--- src/rtl/fault_status_pkg.sv ---
package fault_status_pkg;
  localparam logic [7:0] CMD_CLEAR     = 8'h03;
  localparam logic [7:0] CMD_WORD      = 8'h79;
  localparam logic [7:0] CMD_INPUT     = 8'h7C;
  localparam logic [7:0] CMD_MFR       = 8'h80;
  localparam logic [7:0] CMD_MASK      = 8'hD8;
  localparam logic [7:0] CMD_DIAG      = 8'hE1;
  localparam logic [7:0] CMD_SNAP_TEL  = 8'hC0;
  localparam logic [7:0] CMD_SNAP_STAT = 8'hC8;

  localparam int NUM_SRC = 5;

  typedef struct packed {
    logic clrAll;
    logic maskWr;
    logic rearm;
    logic capture;
  } ctlStrobe_t;
endpackage

--- src/rtl/status_ctrl.sv ---
module status_ctrl
  import fault_status_pkg::*;
(
  input  logic       clk,
  input  logic       rstN,
  input  logic       wrEn,
  input  logic [7:0] wrAddr,
  input  logic       anyEvt,
  output ctlStrobe_t strb
);
  logic armed;

  always_comb begin
    strb.clrAll  = wrEn && (wrAddr == CMD_CLEAR);
    strb.maskWr  = wrEn && (wrAddr == CMD_MASK);
    strb.rearm   = wrEn && (wrAddr == CMD_SNAP_STAT);
    strb.capture = armed && anyEvt;
  end

  always_ff @(posedge clk or negedge rstN) begin
    if (!rstN)             armed <= 1'b1;
    else if (strb.rearm)   armed <= 1'b1;
    else if (strb.capture) armed <= 1'b0;
  end
endmodule

--- src/rtl/status_regs.sv ---
module status_regs
  import fault_status_pkg::*;
#(
  parameter int DATA_W = 16,
  parameter int TEL_W  = 12,
  parameter int NTEL   = 4
) (
  input  logic                  clk,
  input  logic                  rstN,
  input  logic                  limFault,
  input  logic                  brkTrip,
  input  logic                  vinLowWarn,
  input  logic                  tempHighWarn,
  input  logic [NTEL*TEL_W-1:0] telemetry,
  input  ctlStrobe_t            strb,
  input  logic [DATA_W-1:0]     wrData,
  input  logic [7:0]            rdAddr,
  output logic [DATA_W-1:0]     rdData,
  output logic                  alertN,
  output logic [7:0]            inStatQ,
  output logic [7:0]            mfrStatQ,
  output logic [7:0]            diagQ,
  output logic [7:0]            maskQ,
  output logic                  snapValidQ,
  output logic [7:0]            snapDiagQ
);
  localparam int PAD_W = DATA_W - TEL_W;

  logic [7:0] inSet, mfrSet, diagSet;
  logic [DATA_W-1:0] statusWord;
  logic [NUM_SRC-1:0] srcVec;
  logic [TEL_W-1:0] snapTel [NTEL];

  always_comb begin
    inSet   = {2'b00, vinLowWarn, limFault, 4'b0000};
    mfrSet  = {5'b00000, tempHighWarn, brkTrip, 1'b0};
    diagSet = {4'b0000, tempHighWarn, vinLowWarn, brkTrip, limFault};
  end

  always_ff @(posedge clk or negedge rstN) begin
    if (!rstN) begin
      inStatQ  <= '0;
      mfrStatQ <= 8'h01;
      diagQ    <= '0;
    end else if (strb.clrAll) begin
      inStatQ  <= '0;
      mfrStatQ <= '0;
      diagQ    <= '0;
    end else begin
      inStatQ  <= inStatQ | inSet;
      mfrStatQ <= mfrStatQ | mfrSet;
      diagQ    <= diagQ | diagSet;
    end
  end

  always_ff @(posedge clk or negedge rstN) begin
    if (!rstN)            maskQ <= '0;
    else if (strb.maskWr) maskQ <= {3'b000, wrData[NUM_SRC-1:0]};
  end

  always_ff @(posedge clk or negedge rstN) begin
    if (!rstN) begin
      snapValidQ <= 1'b0;
      snapDiagQ  <= '0;
    end else if (strb.capture) begin
      snapValidQ <= 1'b1;
      snapDiagQ  <= diagQ | diagSet;
    end else if (strb.rearm) begin
      snapValidQ <= 1'b0;
    end
  end

  for (genvar ch = 0; ch < NTEL; ch++) begin : gSnap
    always_ff @(posedge clk or negedge rstN) begin
      if (!rstN)             snapTel[ch] <= '0;
      else if (strb.capture) snapTel[ch] <= telemetry[ch*TEL_W +: TEL_W];
    end
  end

  always_comb begin
    srcVec = {mfrStatQ[2], inStatQ[5], mfrStatQ[1], inStatQ[4], mfrStatQ[0]};
    alertN = ~|(srcVec & ~maskQ[NUM_SRC-1:0]);
    statusWord = '0;
    statusWord[13] = |inStatQ;
    statusWord[12] = |mfrStatQ;
  end

  always_comb begin
    rdData = '0;
    unique case (rdAddr)
      CMD_WORD:      rdData = statusWord;
      CMD_INPUT:     rdData = {{(DATA_W-8){1'b0}}, inStatQ};
      CMD_MFR:       rdData = {{(DATA_W-8){1'b0}}, mfrStatQ};
      CMD_MASK:      rdData = {{(DATA_W-8){1'b0}}, maskQ};
      CMD_DIAG:      rdData = {{(DATA_W-8){1'b0}}, diagQ};
      CMD_SNAP_STAT: rdData = {snapValidQ, {(DATA_W-9){1'b0}}, snapDiagQ};
      default: begin
        for (int ch = 0; ch < NTEL; ch++) begin
          if (rdAddr == CMD_SNAP_TEL + 8'(ch)) rdData = {{PAD_W{1'b0}}, snapTel[ch]};
        end
      end
    endcase
  end
endmodule

--- src/rtl/fault_status_alert.sv ---
module fault_status_alert
  import fault_status_pkg::*;
#(
  parameter int DATA_W = 16,
  parameter int TEL_W  = 12,
  parameter int NTEL   = 4
) (
  input  logic                  clk,
  input  logic                  rstN,
  input  logic                  limFault,
  input  logic                  brkTrip,
  input  logic                  vinLowWarn,
  input  logic                  tempHighWarn,
  input  logic [NTEL*TEL_W-1:0] telemetry,
  input  logic                  wrEn,
  input  logic [7:0]            wrAddr,
  input  logic [DATA_W-1:0]     wrData,
  input  logic [7:0]            rdAddr,
  output logic [DATA_W-1:0]     rdData,
  output logic                  alertN
);
  ctlStrobe_t strb;
  logic [7:0] inStatQ, mfrStatQ, diagQ, maskQ, snapDiagQ;
  logic snapValidQ;
  logic anyEvt;

  assign anyEvt = limFault | brkTrip | vinLowWarn | tempHighWarn;

  status_ctrl u_ctrl (
    .clk(clk), .rstN(rstN), .wrEn(wrEn), .wrAddr(wrAddr),
    .anyEvt(anyEvt), .strb(strb)
  );

  status_regs #(.DATA_W(DATA_W), .TEL_W(TEL_W), .NTEL(NTEL)) u_regs (
    .clk(clk), .rstN(rstN), .limFault(limFault), .brkTrip(brkTrip),
    .vinLowWarn(vinLowWarn), .tempHighWarn(tempHighWarn),
    .telemetry(telemetry), .strb(strb), .wrData(wrData), .rdAddr(rdAddr),
    .rdData(rdData), .alertN(alertN), .inStatQ(inStatQ),
    .mfrStatQ(mfrStatQ), .diagQ(diagQ), .maskQ(maskQ),
    .snapValidQ(snapValidQ), .snapDiagQ(snapDiagQ)
  );
endmodule

--- config.mk ---
export PLATFORM = sky130hd
export DESIGN_NAME = fault_status_alert
export DESIGN_NICKNAME = d
export VERILOG_FILES = /design/src/rtl/fault_status_pkg.sv /design/src/rtl/status_ctrl.sv /design/src/rtl/status_regs.sv /design/src/rtl/fault_status_alert.sv
export SDC_FILE = /design/constraint.sdc
export NUM_CORES = 1
export LEC_CHECK = 0
export BUFFER_PORTS_ARGS = -buffer_cell sky130_fd_sc_hd__buf_2
export CELL_PAD_IN_SITES_DETAIL_PLACEMENT = 2
export CELL_PAD_IN_SITES_GLOBAL_PLACEMENT = 2
export CORE_MARGIN = 4
export CORE_UTILIZATION = 30
export CTS_BUF_LIST = sky130_fd_sc_hd__clkbuf_2 sky130_fd_sc_hd__clkbuf_4 sky130_fd_sc_hd__clkbuf_8
export DETAILED_ROUTE_END_ITERATION = 12
export PLACE_DENSITY = 0.86
export SLEW_MARGIN = 25
export SYNTH_ARGS = -nofsm -noshare
export SYNTH_HDL_FRONTEND = slang
export SYNTH_SLANG_ARGS = --single-unit
--- constraint.sdc ---
create_clock -name clk -period 1.35 [get_ports clk]
set_input_delay 0.2025 -clock clk [delete_from_list [all_inputs] [get_ports clk]]
set_output_delay 0.2025 -clock clk [all_outputs]
set_load 0.01 [all_outputs]
-- Word level (Yosys, flattened, before mapping)
Cells that the tools add are included.
- flip-flop bits (word level): 87
- bits of input ports: 87
- output and inout bits: 17
- word-level logic and storage cells: 53
- equality and inequality tests: 13
- muxes and demuxes: 12
- bitwise gates (word level): 8
- reductions and logical operators: 9
- operators by type and width (cell ; count):
    case mux 16 bit (6 select lines) ; 1
    equality test 8 bit, second input constant ; 10
    two-way mux 12 bit ; 4
    two-way mux 8 bit ; 3
    equality test 8 x 7 -> 1 bit, second input constant ; 2
    OR reduction 8 bit ; 2
    equality test 8 x 2 -> 1 bit, second input constant ; 1
    OR 8 x 3 -> 8 bit ; 1
    OR 8 x 4 -> 8 bit ; 1
    OR 8 x 6 -> 8 bit ; 1
    bitwise AND 5 bit ; 1
    NOT 5 bit ; 1
    OR reduction 5 bit ; 1
    logical AND 1 bit ; 4
    two-way mux 1 bit ; 4
    OR 1 bit ; 3
    nonzero test 2 bit ; 1
    zero test 1 bit ; 1

-- Depth between registers and ports, before layout
Gate-level depths: netlist of the first run.
- word-level depth: 6
- gate-level depth with buffers: 6
- gate-level depth less buffers: 4

-- Hierarchy
Synthesis of the first run repeated with hierarchy kept, for this count alone.
- cells, all modules: 260
- area total of the unflattened synthesis: 3363.2 um2
- modules (own cells, without submodules) (module ; times used ; cells each ; area each (um2) ; sequential area each (um2)):
    status_regs ; 1 ; 247 ; 3236.9 ; 1677.9
    status_ctrl ; 1 ; 12 ; 118.9 ; 26.3
    fault_status_alert ; 1 ; 1 ; 7.5 ; 0.0

-- Worst setup path before layout of the first run
No wires, ideal clock.
- kind: input port to output port
- start point: input rdAddr[1]
- end point: output rdData[2]
- arrival time: 1.301 ns
- required time: 1.148 ns
- setup slack: -0.154 ns
- stages on the path: 5
- path buffers: 2
- cells stage by stage: buf_2 > buf_2 > mux4_2 > a222oi_1 > o21ai_1
- cells in the longest elaborated chain, start to end: 6
- elaborated cells between the ends (all ways): 15
- classes of those cells: 10 x eq/ne; 5 x mux
- ends and longest elaborated chain (item ; RTL line ; RTL):
    from (decl) ; fault_status_alert.sv:18 ; input logic [7:0] rdAddr,
    equality test 8 bit ; status_regs.sv:99 ; if (rdAddr == CMD_SNAP_TEL + 8'(ch)) rdData = {{PAD_W{1'b0}}, snapTel[ch]};
    two-way mux 12 bit (4 in series) ; status_regs.sv:99 ;
    case mux 16 bit (6 select lines) (*) ; status_regs.sv:90 ; unique case (rdAddr)
    to (decl) ; fault_status_alert.sv:19 ; output logic [DATA_W-1:0] rdData,
Every way passes the cells marked *; elsewhere a longest branch is shown, timed or not.

-- Worst setup path after layout of the first run
- start point: register u_regs.snapTel[12] in the netlist's numbering
- end point: output rdData[0]
- cells in the longest elaborated chain, start to end: 3
- ends and longest elaborated chain (item ; RTL line ; RTL):
    from (decl) ; status_regs.sv:32 ; logic [TEL_W-1:0] snapTel [NTEL];
    from (signal, indexed assignment) ; status_regs.sv:76 ; else if (strb.capture) snapTel[ch] <= telemetry[ch*TEL_W +: TEL_W];
    two-way mux 12 bit (2 in series) ; status_regs.sv:99 ;
    case mux 16 bit (6 select lines) ; status_regs.sv:90 ;
Every way passes these cells.

==> flow_summary.toml, run 1 <==
[drt]
drt_iter0_drc = 85
vias = 2630
wl_um = 11810
via_per_inst = 5.077
wl_met2_um = 6321
route.met3.wl_um = 836
detail-route-antenna-nets = 0
drc_errors = 0
drt-pass1-iter-count = 6
highest_layer = "met5"
avgRoutedWirePerCell_um = 22.80
wl_met1_um = 4536

[timing]
hold_viol_final = 0
worst_slack_ns = -0.7296
setup_violations = 16
fin_crit_ns = 2.080
finalClockSkew_ns = 0.005604
fin_tns_setup_ns = -6.225
fmax_mhz = 480.9
post-route-period-util_pct = 154.0
drv_slew = 0
rsz0062_at_grt = "yes"

[cts]
cts_inserted_buffers = 9
path_clk_slew_ns = 0.08
cts_tree = "yes"
clock-root-buffer = "clkbuf_8"
max-clock-path-buffers = 2
clock_sinks = 68
h-tree-depth = 3
clk_latency_ns = 0.35

[die]
num_io_pins = 104
die_w_um = 111.8
core_area_um2 = 10420
die_h_um = 111.8
rows = 37
start_util_pct = 31.02
die-area_um2 = 12490

[place]
portBuffers = 91
place_inst = 486
place_congestion = 0.8462
placed_area_um2 = 4073
dp_hpwl_um = 7989

[power_and_ir_drop]
comb_power_share_pct = 11.6
power_density_nw_per_um2 = 950.3
power.internal_uw = 3310
power.leakage_uw = 0.002382
vdd_ir_drop_max_mv = 0.5574
p_clk_share_pct = 39.3
switchingPower_uw = 1151
swShare_pct = 25.80
power.share.sequential_pct = 49.1

[finish]
fin_nets = 462
design_area_um2 = 4695
layout.cells.non_filler = 518
drive_gt1_share_pct = 64.21
area_growth_pct = 45.31
postLayoutCoreUtil_pct = 45.07

[global_route]
grt_first_pass_wirelength_um = 16980
track_usage_pct = 17.71
grt_antenna_before_repair = 5
grt_pass1_vias = 3032
overflow = 0
grt_max_degree = 69

[synthesis]
yosysWarningCount = 0
synth-main-ff-cell = "dfrtp_1"
ys_types = 40
synth_top_area_cell = "dfrtp_1"
async_flop_share_pct = 100.0
synth_top_area_share_pct = 51.12
netlist_area_um2 = 3231
ys_ff_latch = 68
syn_area_per_cell_um2 = 13.63
synth_nets = 324
synth-edff-count = 0
synth_area_leaders = "dfrtp_1 51%, mux2_2 11%, mux4_2 8.4%, mux2_1 7.3%, nor2_1 2.6%"
synth_cells = 237
ys_seq_area_share_pct = 52.75

[critical_path]
crit_type = "reg2out"
cp-end-kind = "output port"
start_kind = "flip-flop"
required_ns = 1.15
arrival_ns = 1.88
cp_max_fo = 2

[outcome]
violations = "negative setup slack"
outcome = "complete, but fails checks"

[hold_path]
hold_path_class = "in2reg"

[flow_run]
maxCapViolCount = 0
-- metrics by stage --
stage	setup WS (ns)	total power, µW	hold WS [ns]
floorplan	-0.07242	2385	-0.09309
finish	-0.7296	4461	0.06752
detailed placement	-0.4433	2660	0.2592
global route	-0.8405	4695	0.05404
global placement	-0.3991	2613	0.2445
CTS	-0.7021	4466	0.05418
-- final cells by class --
type / count / area, µm²
Sequential cell: 68 / 1704
Clock buffer: 10 / 131.4
Clock inverter: 6 / 72.57
Tap cell: 136 / 170.2
Fill cell: 1058 / 5722
Multi-Input combinational cell: 153 / 1570
Antenna cell: 2 / 5.005
Timing Repair Buffer: 139 / 1026
Inverter: 4 / 15.01
-- synthesized netlist by cell type (all sizes together), types with 3 or more instances --
cell	instances
mux4	12
dfrtp	66
buf	12
and2	7
mux2	53
a222oi	3
nor4	3
nor2	22
nor3	5
nand2b	4
nand2	10
a22oi	3
o21ai	9
nand3	4
inv	4
-- power groups by stage --
stage / logic [µW] / registers, µW / clock network (µW)
after CTS: 486 / 2190 / 1790
after global placement: 401 / 2210 / 0
final: 519 / 2190 / 1750
after floorplan: 189 / 2200 / 0
after detailed placement: 435 / 2230 / 0
after global routing: 560 / 2200 / 1930
-- what timing repair did --
item / in CTS / in global routing
hold endpoints to repair: 66 / 0
pin swaps: 14 / 3
setup endpoints to repair: 16 / 17
cloned: 0 / 2
hold buffers: 1 / 0
gates resized for setup: 44 / 25
buffers inserted: 9 / 3
-- worst paths after layout --
path / startpoint / end / slack, ns / depth (start not counted)
max in group asynchronous: rstN / u_regs.mfrStatQ[0]$_DFFE_PN1P_ / 0.60 / 3
hold / removal: telemetry[18] / u_regs.snapTel[30]$_DFFE_PN0P_ / 0.07 / 2
setup / recovery: u_regs.snapTel[12]$_DFFE_PN0P_ / rdData[0] / -0.73 / 4
min in group asynchronous: rstN / u_regs.snapTel[10]$_DFFE_PN0P_ / 0.41 / 3
hold reg to reg: u_regs.snapTel[39]$_DFFE_PN0P_ / u_regs.snapTel[39]$_DFFE_PN0P_ / 0.51 / 1
setup reg to reg: u_ctrl.armed$_DFFE_PN1P_ / u_regs.snapTel[46]$_DFFE_PN0P_ / 0 / 3
-- cells in the final DEF, fill, tap and decap left out, drive strengths merged, types with 2 or more instances in the layout --
master	instances
dfstp	2
clkinv	2
dfrtp	66
nor2b	2
nor3	5
diode	2
nor2	22
a222oi	3
and2	7
buf	136
mux2	53
nand2b	4
inv	6
nor4	3
nor4b	2
nand4	2
o22ai	2
mux4	12
nand2	10
clkbuf	12
o21ai	9
nand3	4
a22oi	3
-- routing by layer --
metal / up-vias / GRT usage (%)
met2: 100 / 32.49
met5: - / 0
met1: 1372 / 19.01
met3: 10 / 6.087
li1: 1146 / -
met4: 2 / 5.677
-- critical path, stage by stage, from the launching register on --
cell	delay, ns
dfrtp_1	0.40
mux4_2	0.49
a222oi_1	0.32
o21ai_1	0.15
buf_2	0.17
-- sequential cells by signal, summed over array words and instances (netlist names) --
signal             flops
u_ctrl.armed           1
u_regs.diagQ           4
u_regs.inStatQ         2
u_regs.maskQ           5
u_regs.mfrStatQ        3
u_regs.snapDiagQ       4
u_regs.snapTel        48
u_regs.snapValidQ      1
-- cell families (layout without fill, tap and decap cells) --
family / after synthesis / after routing / synth area share [%]
AOI/OAI and AO/OA: 22 / 22 / 4.764
DFF: 68 / 68 / 52.75
buffers and inverters: 16 / 159 / 3.911
muxes: 65 / 65 / 26.84
and+or+nand+nor: 65 / 65 / 11.62
other: 1 / 3 / 0.1161
(Power assumes the default switching activity.)
==> run 2, diff against run 1 <==
--- a/config.mk
+++ b/config.mk
@@ -5,14 +5,15 @@
 export SDC_FILE = /design/constraint.sdc
 export NUM_CORES = 1
 export LEC_CHECK = 0
+export ABC_AREA = 1
 export BUFFER_PORTS_ARGS = -buffer_cell sky130_fd_sc_hd__buf_2
 export CELL_PAD_IN_SITES_DETAIL_PLACEMENT = 2
 export CELL_PAD_IN_SITES_GLOBAL_PLACEMENT = 2
 export CORE_MARGIN = 4
-export CORE_UTILIZATION = 30
+export CORE_UTILIZATION = 26
 export CTS_BUF_LIST = sky130_fd_sc_hd__clkbuf_2 sky130_fd_sc_hd__clkbuf_4 sky130_fd_sc_hd__clkbuf_8
 export DETAILED_ROUTE_END_ITERATION = 12
-export PLACE_DENSITY = 0.86
+export PLACE_DENSITY = 0.88
 export SLEW_MARGIN = 25
 export SYNTH_ARGS = -nofsm -noshare
 export SYNTH_HDL_FRONTEND = slang
==> flow_summary.toml, run 2 <==
[die]
die_h_um = 123.0
rows = 41
start_util_pct = 26.91
core_area_um2 = 12770
num_io_pins = 104
die_w_um = 123.0
die-area_um2 = 15120

[synthesis]
synth_common_cells = "186 x nand2_1, 66 x dfrtp_1, 53 x nor2_1"
synth_area_leaders = "dfrtp_1 48%, nand2_1 20%, nand3_1 6.8%, nor2_1 5.8%, inv_1 3.7%"
synth-edff-count = 0
synth_top_area_cell = "dfrtp_1"
async_flop_share_pct = 100.0
ys_ff_latch = 68
synth_top_area_share_pct = 48.05
ys_seq_area_share_pct = 49.58
syn_area_per_cell_um2 = 7.391
yosysWarningCount = 0
synth-main-ff-cell = "dfrtp_1"
synth_cells = 465
netlist_area_um2 = 3437
ys_types = 28
yosysMostFrequentCell = "nand2_1"
synth_nets = 552

[cts]
h-tree-depth = 3
max-clock-path-buffers = 2
clk_latency_ns = 0.37
clock-root-buffer = "clkbuf_8"
cts_tree = "yes"
cts_inserted_buffers = 9
clock_sinks = 68
path_clk_slew_ns = 0.08

[global_route]
overflow = 0
grtUsageMet1_pct = 25.49
track_usage_pct = 23.04
grtUsageMet3_pct = 4.620
grt_pass1_vias = 4576
top_usage_layer = "met2"
grt_antenna_before_repair = 0
grt_max_degree = 46
grtUsageMet2_pct = 42.64
grt_first_pass_wirelength_um = 25880

[timing]
fin_crit_ns = 1.716
post-route-period-util_pct = 127.1
drv_slew = 0
finalClockSkew_ns = 0.01393
worst_slack_ns = -0.3664
setup_violations = 17
fmax_mhz = 582.6
rsz0062_at_grt = "yes"
hold_viol_final = 0

[finish]
final_common_cell = "nand2_1"
drive_gt1_share_pct = 45.34
fill_cells = 1418
largest_reg_flops = 48
area_growth_pct = 57.01
top_register = "u_regs.snapTel"
fin_nets = 704
mostFrequentLayoutCells = "162 x nand2_1, 79 x buf_2, 66 x dfrtp_1"
design_area_um2 = 5396
largestRegisters = "u_regs.snapTel (48), u_regs.maskQ (5)"
diodes = 0

[power_and_ir_drop]
comb_power_share_pct = 25.0
swShare_pct = 34.98
power.leakage_uw = 0.002832
power.internal_uw = 4910
switchingPower_uw = 2642
vdd_ir_drop_max_mv = 0.7731
power.share.sequential_pct = 45.4
power_uw = 7552
p_clk_share_pct = 29.7
power_density_nw_per_um2 = 1399

[place]
place_congestion = 0.8551
dp_hpwl_um = 10620
placed_area_um2 = 4324
portBuffers = 91

[critical_path]
cp_max_fo = 4
required_ns = 1.15
r2r_setup_slack_ns = -0.05
r2r_cells = 5
cp-end-kind = "output port"
arrival_ns = 1.51
r2r_start = "u_ctrl.armed$_DFFE_PN1P_"
crit_type = "in2out"
r2r-end = "u_regs.snapTel[39]$_DFFE_PN0P_"
start_kind = "input pin"

[drt]
via_per_inst = 4.974
wl_um = 18610
vias = 3949
drc_errors = 0
drt-pass1-iter-count = 4
detail-route-antenna-nets = 0
drt_iter0_drc = 211
avgRoutedWirePerCell_um = 23.44

[outcome]
outcome = "complete, but fails checks"
violations = "negative setup slack"

[hold_path]
min-delay-start = "telemetry[6]"
min_to = "u_regs.snapTel[42]$_DFFE_PN0P_"
whs_path_depth = 3
hold_path_class = "in2reg"

[flow_run]
maxCapViolCount = 0
[run 2: worst max-delay path, cell delays in order]
cell and delay, ns:
buf_8 0.09, inv_8 0.03, buf_4 0.13, nand2_1 0.09, nor2_1 0.08, nand2_2 0.16
nand2_1 0.10, nor2_2 0.16, nand3_2 0.13, nor2_2 0.16, buf_2 0.17
[run 2: worst max-delay path by stage]
| stage | start | to | depth (start not counted) |
|---|---|---|---|
| after CTS | u_regs.snapTel[29]$_DFFE_PN0P_ | rdData[5] | 5 |
| final | rdAddr[4] | rdData[9] | 11 |
| after floorplan | rdAddr[5] | rdData[9] | 8 |
| after global routing | rdAddr[4] | rdData[9] | 11 |
| after global placement | rdAddr[5] | rdData[11] | 11 |
| after detailed placement | rdAddr[3] | rdData[9] | 9 |
[run 2: metrics by stage]
step                util, %  setup TNS (ns)  worst slack (ns)  instances  hold WS, ns
floorplan                 -               0            0.1123        465     -0.09309
global placement      33.85          -3.183           -0.3254        750       0.1435
detailed placement    33.85          -4.408           -0.3832        750       0.1508
CTS                   39.64          -2.647           -0.2747        780      0.02597
global route          42.25          -4.058           -0.4335        794      0.02953
finish                42.25          -3.242           -0.3664        794      0.03584
[run 2: power by group through the flow]
| stage | clock (µW) | combinational [µW] | sequential (µW) |
|---|---|---|---|
| after floorplan | 0 | 863 | 3160 |
| after global placement | 0 | 1280 | 3300 |
| after detailed placement | 0 | 1410 | 3350 |
| after CTS | 2250 | 1680 | 3370 |
| after global routing | 2360 | 2100 | 3500 |
| final | 2240 | 1880 | 3430 |
[run 2: timing repair]
| action | CTS | global route |
|---|---|---|
| hold buffers | 1 | 0 |
| pin swaps | 46 | 34 |
| gates cloned | 1 | 1 |
| endpoints found under the hold margin | 11 | 0 |
| setup buffers | 13 | 13 |
| gates resized for setup | 122 | 52 |
| endpoints found under the setup margin | 15 | 17 |
[run 2: cell type report]
type                            count  area, µm²  area share [%]
Tap cell                          172      215.2           3.988
Clock inverter                      5      106.4           1.971
Clock buffer                       11      151.4           2.805
Inverter                           39      191.4           3.547
Sequential cell                    68       1704           31.58
Timing Repair Buffer              156       1135           21.03
Multi-Input combinational cell    343       1893           35.08
[run 2: kinds of logic (layout without fill, tap and decap cells)]
family,count (synthesis),after routing,share of synthesized area (%)
simple gates,311,312,38.88
compound gates,30,30,4.587
other cells,1,1,0.1091
flops,68,68,49.58
buf+inv,55,211,6.844
[run 2: routing by layer]
layer | wire, µm | part of all wire [%]
met3 | 805 | 4.3
met4 | 837 | 4.5
met5 | 0 | 0
met1 | 6916 | 37
met2 | 10050 | 54
==> run 3, diff against run 2 <==
--- a/config.mk
+++ b/config.mk
@@ -13,8 +13,9 @@
 export CORE_UTILIZATION = 26
 export CTS_BUF_LIST = sky130_fd_sc_hd__clkbuf_2 sky130_fd_sc_hd__clkbuf_4 sky130_fd_sc_hd__clkbuf_8
 export DETAILED_ROUTE_END_ITERATION = 12
-export PLACE_DENSITY = 0.88
+export PLACE_DENSITY = 0.87
 export SLEW_MARGIN = 25
 export SYNTH_ARGS = -nofsm -noshare
 export SYNTH_HDL_FRONTEND = slang
+export SYNTH_HIERARCHICAL = 1
 export SYNTH_SLANG_ARGS = --single-unit
==> flow_summary.toml, run 3 <==
[cts]
path_clk_slew_ns = 0.09
clock_sinks = 68
cts_inserted_buffers = 9
clk_latency_ns = 0.37
clock-root-buffer = "clkbuf_8"
h-tree-depth = 3
cts_tree = "yes"
max-clock-path-buffers = 2

[die]
die_h_um = 122.1
start_util_pct = 26.69
rows = 41
core_area_um2 = 12670
die-area_um2 = 14900
die_w_um = 122.1
num_io_pins = 104

[global_route]
grt_pass1_vias = 4301
track_usage_pct = 20.99
overflow = 0
grt_max_degree = 56
grt_first_pass_wirelength_um = 23440
grt_antenna_before_repair = 0

[power_and_ir_drop]
p_clk_share_pct = 45.0
switchingPower_uw = 1351
power.share.sequential_pct = 42.2
vdd_ir_drop_max_mv = 0.4733
power.internal_uw = 3937
power.leakage_uw = 0.002900
power_density_nw_per_um2 = 961.0
swShare_pct = 25.55
comb_power_share_pct = 12.8

[drt]
detail-route-antenna-nets = 0
wl_um = 18850
via_per_inst = 4.956
avgRoutedWirePerCell_um = 23.80
drt-pass1-iter-count = 4
drt_iter0_drc = 166
vias = 3925
drc_errors = 0

[critical_path]
arrival_ns = 1.40
r2r_setup_slack_ns = -0.03
start_kind = "flip-flop"
crit_slowest_cell = "dfstp_2"
cp.depth = 4
timing.critical_path.cells = "inv_2 -> o22ai_2 -> a211oi_2 -> buf_2"
critPathMaxStageDelay_ns = 0.59
crit_buf_inv = 2
required_ns = 1.15
r2r_cells = 6
cp-end-kind = "output port"
cp_max_fo = 3
crit_type = "reg2out"
crit_family = "flip-flops"

[timing]
fmax_mhz = 625.7
setup_violations = 17
worst_slack_ns = -0.2482
rsz0062_at_grt = "yes"
hold_viol_final = 0
fin_crit_ns = 1.598
drv_slew = 0
finalClockSkew_ns = 0.01344
post-route-period-util_pct = 118.4

[finish]
final_common_cell = "nand2_1"
drive_gt1_share_pct = 46.45
largest_reg_flops = 48
top_register = "u_regs/snapTel"
fin_nets = 702
diodes = 0
largestRegisters = "u_regs/snapTel (48), u_regs/maskQ (5)"
design_area_um2 = 5503
area_growth_pct = 62.71
mostFrequentLayoutCells = "173 x nand2_1, 79 x buf_2, 63 x dfrtp_1"
seq_area_um2 = 1708
layout.cells.non_filler = 792
fill_cells = 1413
multi_input_area_um2 = 1899

[place]
place_inst = 741
placed_area_um2 = 4275
place_congestion = 0.8252
dp_hpwl_um = 9911
portBuffers = 91

[outcome]
outcome = "complete, but fails checks"
violations = "negative setup slack"

[hold_path]
whs_path_depth = 3
hold_path_class = "in2reg"

[flow_run]
maxCapViolCount = 0

[synthesis]
yosysWarningCount = 6
netlist_area_um2 = 3382
syn_area_per_cell_um2 = 7.320
synth_cells = 462
synth_nets = 549
run 3: per-layer routing:
layer | GRT usage [%] | vias to the layer above | share of wire, %
met5 | 0 | - | 0
met4 | 10.01 | 0 | 4.7
met3 | 3.064 | 55 | 4.3
met2 | 37.26 | 150 | 53
met1 | 24.83 | 1979 | 38
li1 | - | 1741 | -
run 3: worst paths after layout:
path	endpoint	start
worst max-delay path	alertN	u_regs/mfrStatQ[0]$_DFFE_PN1P_
worst min-delay path	u_regs/snapTel[32]$_DFFE_PN0P_	telemetry[20]
worst max register to register	u_regs/snapTel[47]$_DFFE_PN0P_	u_ctrl/armed$_DFFE_PN1P_
worst min register to register	u_regs/snapTel[8]$_DFFE_PN0P_	u_regs/snapTel[8]$_DFFE_PN0P_
max in group asynchronous	u_ctrl/armed$_DFFE_PN1P_	rstN
min in group asynchronous	u_regs/snapTel[19]$_DFFE_PN0P_	rstN
run 3: cell type report:
class | instances | area share [%]
timing repair buffer | 160 | 22.15
inverter | 37 | 3.433
clock inverter | 4 | 2.183
multi-input combinational | 339 | 34.52
sequential | 68 | 31.04
clock buffer | 12 | 2.774
tap | 172 | 3.911
run 3: timing repair:
action	CTS	global route
buffers inserted	10	23
endpoints found under the setup margin	16	68
pin swaps	25	43
gates resized for setup	68	119
cloned	2	1
endpoints found under the hold margin	64	0
hold buffers	1	0
run 3: power by group through the flow:
stage | Sequential (µW) | Combinational (µW) | Clock [µW]
after floorplan | 2220 | 166 | 0
after global placement | 2230 | 409 | 0
after detailed placement | 2240 | 448 | 0
after CTS | 2210 | 520 | 2390
after global routing | 2240 | 728 | 2510
final | 2230 | 677 | 2380
run 3: worst reg2reg max path: stages, from the launching register on:
cell and delay (ns):
dfstp_2 0.56, nand2_1 0.10, inv_4 0.13, inv_4 0.08, buf_12 0.18, nand2_1 0.11
nand2_1 0.10
run 3: metrics by stage:
step | setup WS (ns) | hold slack (ns) | power, µW | util, % | TNS [ns]
after CTS | -0.2091 | 0.01406 | 5118 | 38.69 | -2.871
after floorplan | 0.06705 | -0.09309 | 2383 | - | 0
after global routing | -0.2946 | 0.02928 | 5481 | 43.43 | -4.047
after global placement | -0.2142 | 0.05765 | 2642 | 33.74 | -2.255
after detailed placement | -0.3255 | 0.07296 | 2688 | 33.74 | -3.994
final | -0.2482 | 0.03194 | 5288 | 43.43 | -3.213
